--- src/rtl/mat_pkg.sv ---
package mat_pkg;

   // Smallest signed width that holds twice the cache count
   function automatic int min_cnt_w(input int n);
      return $clog2(2 * n) + 2;
   endfunction

   typedef enum logic {
      CMPL_ALONE  = 1'b0,
      CMPL_SHARED = 1'b1
   } cmpl_kind_e;

endpackage

--- src/rtl/mat_count.sv ---
module mat_count #(
   parameter int NUM_CACHES = 4,
   parameter int ACK_W      = 3,
   parameter int CNT_W      = 5
) (
   input  logic                    clk,
   input  logic                    rst_n,
   input  logic                    clr,
   input  logic                    load,
   input  logic                    en,
   input  logic                    rsp_v,
   input  logic [ACK_W-1:0]        acks,
   input  logic                    dec,
   input  logic                    inc,
   output logic signed [CNT_W-1:0] cnt,
   output logic                    err,
   output logic                    hit_zero
);
   localparam int EXT_W   = CNT_W + ACK_W + 1;
   localparam int CNT_MAX = (1 << (CNT_W - 1)) - 1;

   logic signed [CNT_W-1:0] cnt_q;
   logic                    err_q;
   logic signed [EXT_W-1:0] base_s, sub_s, adj_s, nxt_s;
   logic                    touched, in_range, zero_ack;

   always_comb begin
      base_s   = EXT_W'(cnt_q);
      sub_s    = rsp_v ? $signed({{(EXT_W-ACK_W){1'b0}}, acks}) : '0;
      adj_s    = $signed(EXT_W'(inc)) - $signed(EXT_W'(dec));
      nxt_s    = base_s - sub_s + adj_s;
      touched  = rsp_v | dec | inc;
      in_range = (nxt_s >= 0) && (nxt_s <= EXT_W'(CNT_MAX));
      zero_ack = rsp_v && (acks == '0);
      hit_zero = en && !clr && !load && touched && in_range && (nxt_s == 0);
   end

   always_ff @(posedge clk) begin
      if (!rst_n || clr) begin
         cnt_q <= '0;
         err_q <= 1'b0;
      end else if (load) begin
         cnt_q <= CNT_W'(NUM_CACHES);
         err_q <= 1'b0;
      end else if (en && touched) begin
         if (in_range) cnt_q <= CNT_W'(nxt_s);
         if (!in_range || zero_ack) err_q <= 1'b1;
      end
   end

   assign cnt = cnt_q;
   assign err = err_q;
endmodule

--- src/rtl/mat_stamps.sv ---
module mat_stamps #(
   parameter int ID_W   = 4,
   parameter int TIME_W = 16
) (
   input  logic              clk,
   input  logic              rst_n,
   input  logic              clr,
   input  logic              load,
   input  logic              en,
   input  logic              rsp_v,
   input  logic              shared,
   input  logic [ID_W-1:0]   sender,
   input  logic [TIME_W-1:0] req_t,
   input  logic [TIME_W-1:0] fwd_t,
   input  logic [TIME_W-1:0] now,
   output logic              sharers,
   output logic              sharers_nxt,
   output logic [ID_W-1:0]   last_sender,
   output logic [TIME_W-1:0] first_t,
   output logic [TIME_W-1:0] req_q_o,
   output logic [TIME_W-1:0] fwd_q_o
);
   localparam int N_ADOPT = 2;

   logic              take;
   logic              sh_q;
   logic [ID_W-1:0]   last_q;
   logic [TIME_W-1:0] first_q;
   logic [TIME_W-1:0] adopt_in [N_ADOPT];

   assign take        = en && rsp_v && !clr && !load;
   assign sharers_nxt = sh_q | (take & shared);
   assign adopt_in[0] = req_t;
   assign adopt_in[1] = fwd_t;

   always_ff @(posedge clk) begin
      if (!rst_n || clr || load) begin
         sh_q    <= 1'b0;
         last_q  <= '0;
         first_q <= '0;
      end else if (take) begin
         sh_q   <= sh_q | shared;
         last_q <= sender;
         if (first_q == '0) first_q <= now;
      end
   end

   for (genvar g = 0; g < N_ADOPT; g++) begin : g_adopt
      logic [TIME_W-1:0] q;
      always_ff @(posedge clk) begin
         if (!rst_n || clr || load) q <= '0;
         else if (take && adopt_in[g] != '0) q <= adopt_in[g];
      end
   end

   assign sharers     = sh_q;
   assign last_sender = last_q;
   assign first_t     = first_q;
   assign req_q_o     = g_adopt[0].q;
   assign fwd_q_o     = g_adopt[1].q;
endmodule

--- src/rtl/mat_trigger.sv ---
module mat_trigger
   import mat_pkg::*;
(
   input  logic clk,
   input  logic rst_n,
   input  logic clr,
   input  logic load,
   input  logic hit,
   input  logic sh_nxt,
   output logic done,
   output logic done_kind
);
   logic       fired_q, done_q;
   cmpl_kind_e kind_q;

   always_ff @(posedge clk) begin
      if (!rst_n || clr || load) begin
         fired_q <= 1'b0;
         done_q  <= 1'b0;
         kind_q  <= CMPL_ALONE;
      end else if (hit && !fired_q) begin
         fired_q <= 1'b1;
         done_q  <= 1'b1;
         kind_q  <= sh_nxt ? CMPL_SHARED : CMPL_ALONE;
      end else begin
         done_q  <= 1'b0;
      end
   end

   assign done      = done_q;
   assign done_kind = (kind_q == CMPL_SHARED);
endmodule

--- src/rtl/miss_ack_tracker.sv ---
module miss_ack_tracker #(
   parameter int NUM_CACHES = 4,
   parameter int ACK_W      = 3,
   parameter int ID_W       = 4,
   parameter int TIME_W     = 16,
   parameter int CNT_W      = mat_pkg::min_cnt_w(NUM_CACHES)
) (
   input  logic                    clk,
   input  logic                    rst_n,
   input  logic                    alloc_i,
   input  logic                    dealloc_i,
   input  logic                    rsp_valid_i,
   input  logic [ACK_W-1:0]        rsp_acks_i,
   input  logic                    rsp_shared_i,
   input  logic [ID_W-1:0]         rsp_sender_i,
   input  logic [TIME_W-1:0]       rsp_req_time_i,
   input  logic [TIME_W-1:0]       rsp_fwd_time_i,
   input  logic [TIME_W-1:0]       now_i,
   input  logic                    dec_one_i,
   input  logic                    inc_one_i,
   output logic                    active_o,
   output logic signed [CNT_W-1:0] pending_o,
   output logic                    err_o,
   output logic                    sharers_o,
   output logic                    done_o,
   output logic                    done_shared_o,
   output logic [ID_W-1:0]         last_sender_o,
   output logic [TIME_W-1:0]       first_time_o,
   output logic [TIME_W-1:0]       req_time_o,
   output logic [TIME_W-1:0]       fwd_time_o
);
   if (NUM_CACHES < 2) begin : g_bad_caches
      $error("NUM_CACHES must be at least 2");
   end
   if (CNT_W < mat_pkg::min_cnt_w(NUM_CACHES)) begin : g_bad_cnt
      $error("CNT_W too narrow for twice NUM_CACHES");
   end
   if (ACK_W < 1 || ID_W < 1 || TIME_W < 1) begin : g_bad_widths
      $error("field widths must be positive");
   end

   logic active_q;
   logic hit_zero, sh_nxt;

   always_ff @(posedge clk) begin
      if (!rst_n || dealloc_i) active_q <= 1'b0;
      else if (alloc_i)        active_q <= 1'b1;
   end

   mat_count #(.NUM_CACHES(NUM_CACHES), .ACK_W(ACK_W), .CNT_W(CNT_W)) u_count (
      .clk(clk), .rst_n(rst_n), .clr(dealloc_i), .load(alloc_i), .en(active_q),
      .rsp_v(rsp_valid_i), .acks(rsp_acks_i), .dec(dec_one_i), .inc(inc_one_i),
      .cnt(pending_o), .err(err_o), .hit_zero(hit_zero)
   );

   mat_stamps #(.ID_W(ID_W), .TIME_W(TIME_W)) u_stamps (
      .clk(clk), .rst_n(rst_n), .clr(dealloc_i), .load(alloc_i), .en(active_q),
      .rsp_v(rsp_valid_i), .shared(rsp_shared_i), .sender(rsp_sender_i),
      .req_t(rsp_req_time_i), .fwd_t(rsp_fwd_time_i), .now(now_i),
      .sharers(sharers_o), .sharers_nxt(sh_nxt), .last_sender(last_sender_o),
      .first_t(first_time_o), .req_q_o(req_time_o), .fwd_q_o(fwd_time_o)
   );

   mat_trigger u_trig (
      .clk(clk), .rst_n(rst_n), .clr(dealloc_i), .load(alloc_i),
      .hit(hit_zero), .sh_nxt(sh_nxt), .done(done_o), .done_kind(done_shared_o)
   );

   assign active_o = active_q;
endmodule

--- config.mk ---
export PLATFORM = sky130hd
export DESIGN_NAME = miss_ack_tracker
export DESIGN_NICKNAME = d
export VERILOG_FILES = /design/src/rtl/mat_pkg.sv /design/src/rtl/mat_count.sv /design/src/rtl/mat_stamps.sv /design/src/rtl/mat_trigger.sv /design/src/rtl/miss_ack_tracker.sv
export SDC_FILE = /design/constraint.sdc
export NUM_CORES = 1
export LEC_CHECK = 0
export BUFFER_PORTS_ARGS = -buffer_cell sky130_fd_sc_hd__buf_2
export CAP_MARGIN = 10
export CORE_MARGIN = 2
export CORE_UTILIZATION = 50
export DETAILED_ROUTE_END_ITERATION = 10
export GPL_ROUTABILITY_DRIVEN = 0
export PLACE_DENSITY = 0.85
export REMOVE_ABC_BUFFERS = 1
export SYNTH_ARGS = -nofsm -noshare
export SYNTH_HDL_FRONTEND = slang
export SYNTH_SLANG_ARGS = --single-unit
--- constraint.sdc ---
create_clock -name clk -period 5.9 [get_ports clk]
set_clock_uncertainty 0.05 [all_clocks]
set_input_delay 0.59 -clock clk [delete_from_list [all_inputs] [get_ports clk]]
set_output_delay 0.59 -clock clk [all_outputs]
set_load 0.01 [all_outputs]
==> impl_metrics.json <==
{
  "syn_area_sq_mm": 0.00265,
  "placedCellCount": 456,
  "cp-start-kind": "input port",
  "drc": 0,
  "p_per_area_mw_per_mm2": 243,
  "cts_sinks": 63,
  "critical_path.max_stage_delay_ns": 0.35,
  "r2r_cells": 10,
  "avgSynthCellArea_sq_um": 9.70,
  "synth_area_leaders": "dfxtp_1 48%, mux2i_1 13%, nor2_1 8.9%, ha_1 5.2%, a21oi_1 4.0%",
  "die_area_sq_mm": 0.00589,
  "ys_types": 42,
  "worstPathRequired_ns": 6.05,
  "crit_path_max_fanout": 9,
  "max_cap_violations": 0,
  "synth_seq_area_share_pct": 47.6,
  "wire_per_inst_um": 12.8,
  "rsz0062_at_grt": "no",
  "diodes": 0,
  "synth_flop_cell": "dfxtp_1",
  "start_util_pct": 51.8,
  "clock_path_buffers": 2,
  "drt_pass1_iterations": 4,
  "hold_buffers": 0,
  "ys_ff_latch": 63,
  "critPathSlowestCell": "mux2_4",
  "die_h_um": 76.8,
  "max_freq_mhz": 336,
  "grt_pass1_wl_um": 10200,
  "finalSetupTns_ns": 0,
  "power.leakage_nw": 1.83,
  "wl_um": 6050,
  "coreArea_sq_mm": 0.00511,
  "maxSlewViolCount": 0,
  "synth_edf_count": 0,
  "path_common_cell": "ha_1",
  "worstSkewPairLatency_ns": 0.32,
  "status": "finished clean",
  "synthCells": 273,
  "grt_max_degree": 59,
  "ir_drop_uv": 159,
  "end_kind": "register",
  "hold-worst-slack_ns": 0.437,
  "vias": 2401,
  "grt_pass1_vias": 2331,
  "postCtsSetupBuffers": 0,
  "hold_class": "reg -> reg",
  "cts_root_buf": "clkbuf_8",
  "cts.clk_slew.worst_paths_ns": 0.07,
  "period_needed_ns": 2.98,
  "crit_path_cell_trace": "buf_2, inv_1, ha_1, xor2_1, ha_1, a21o_1, ha_1, a21o_1, a31oi_1, mux2_4, o211ai_4, nor2_2, mux2_4",
  "grt_overflow_total": 0,
  "antenna_found_initial": 0,
  "yosys_warnings": 0,
  "finalHoldViolations": 0,
  "synthArstFlopShare_pct": 0,
  "cts_resized": 0,
  "cts_max_level": 3,
  "worst_pin_slew_ns": 1.08,
  "worstSetupPathType": "in -> reg",
  "hold_depth": 2,
  "fp.dieW_um": 76.8,
  "cts_tree": "yes",
  "drt_iter0_drc": 81,
  "cp.arrival_ns": 3.13,
  "fill_cells": 418,
  "drive_above_1_share_pct": 37.9,
  "rows": 26,
  "fin_nets": 472,
  "relSlewSlack_pct": 28.2,
  "numCtsBuffers": 9,
  "area.growth.synth_to_final_pct": 31.3,
  "io_buffers": 124,
  "hpwl_um": 4510,
  "stdcell_count": 471,
  "yosysTopAreaCellShare_pct": 47.6,
  "synthTopCellsByCount": "63 x dfxtp_1, 63 x nor2_1, 35 x mux2i_1, 21 x a21oi_1, 13 x nor4_1",
  "grtUsageTotal_pct": 20.9,
  "via_per_inst": 5.10,
  "ant_nets": 0,
  "finalSetupViolCount": 0,
  "ios": 125,
  "yosys.area.top_type": "dfxtp_1",
  "final.period_utilization_pct": 50.5
}
==> final cells by class <==
type,instances,area [sq um],area share (%)
multi-input combinational,192,1300,37.3
sequential,63,1260,36.3
timing repair buffer,124,621,17.9
clock buffer,12,165,4.75
tap,70,87.6,2.52
inverter,7,27.5,0.792
clock inverter,3,17.5,0.504
==> through the flow <==
stage / util [%] / setup slack, ns / cell area, sq um / power (mW)
after floorplan: - / 2.87 / 2580 / 0.483
after global placement: 64.5 / 2.70 / 3290 / 0.516
after detailed placement: 64.5 / 2.61 / 3290 / 0.518
after CTS: 68.1 / 2.95 / 3480 / 0.854
after global routing: 68.1 / 2.81 / 3480 / 0.884
final: 68.1 / 2.92 / 3480 / 0.846
==> flip-flops by register name, indices dropped and copies added, names as in the netlist <==
register and cells:
u_stamps.req_q_o 16, u_stamps.sharers 1, active_o 1, u_count.cnt 5
u_trig.fired_q 1, u_stamps.first_t 16, u_trig.done 1, u_count.err 1
u_trig.done_kind 1, u_stamps.last_sender 4, u_stamps.fwd_q_o 16
==> kinds of logic (layout without fill, tap and decap cells) <==
| logic type | after synthesis | count (layout) | share of synthesized area [%] |
|---|---|---|---|
| buffers and inverters | 18 | 146 | 3.40 |
| XOR/XNOR | 5 | 5 | 1.65 |
| AO/OA/AOI/OAI | 37 | 37 | 9.12 |
| adder cells (fa/ha/maj) | 12 | 12 | 5.95 |
| multiplexers | 37 | 37 | 14.4 |
| flip-flops | 63 | 63 | 47.6 |
| AND/OR/NAND/NOR | 101 | 101 | 17.9 |
==> critical path, delay by kind of cell <==
kind / cells / cell delay (ns)
AND/OR/NAND/NOR: 1 / 0.08
AO/OA/AOI/OAI: 4 / 0.74
buffers and inverters: 2 / 0.14
adder cells (fa/ha/maj): 3 / 0.75
XOR/XNOR: 1 / 0.19
multiplexers: 2 / 0.65
==> path summary, 6_finish.rpt <==
| path | start | endpoint | slack [ns] |
|---|---|---|---|
| worst max-delay path | inc_one_i | u_trig.done_kind$_SDFFE_PP0P_ | 2.92 |
| worst min-delay path | u_count.err$_SDFFE_PP0P_ | u_count.err$_SDFFE_PP0P_ | 0.44 |
| worst max register to register | u_count.cnt[0]$_SDFFE_PP0P_ | u_trig.done_kind$_SDFFE_PP0P_ | 3.30 |
| worst min register to register | u_count.err$_SDFFE_PP0P_ | u_count.err$_SDFFE_PP0P_ | 0.44 |
==> power breakdown <==
part	switching [mW]	internal [mW]
logic	0.0431	0.0384
clock network	0.154	0.183
registers	0.00104	0.427
==> per-layer routing <==
metal	track usage (%)	wire length, um	vias up
met1	25.3	2680	1109
met2	37.1	2960	86
met3	3.88	369	4
met5	0	0	-
li1	-	-	1202
met4	7.09	38	0
==> placed cells by master (no fill, tap or decap), types with 3 or more instances in the layout <==
master    Yosys  routed
a22oi_1       3       3
inv_1         6       6
dfxtp_1      63      63
buf_2         2     124
nor4_1       13      13
mux2i_1      35      35
xor2_1        4       4
nor2_1       63      63
nand2_1       5       5
nand4_1       3       3
ha_1         11      11
a21oi_1      21      21
a21o_1        4       4
clkinv_2      1       3
clkbuf_8      0      12
No activity file was read; power rests on OpenSTA's default activity.
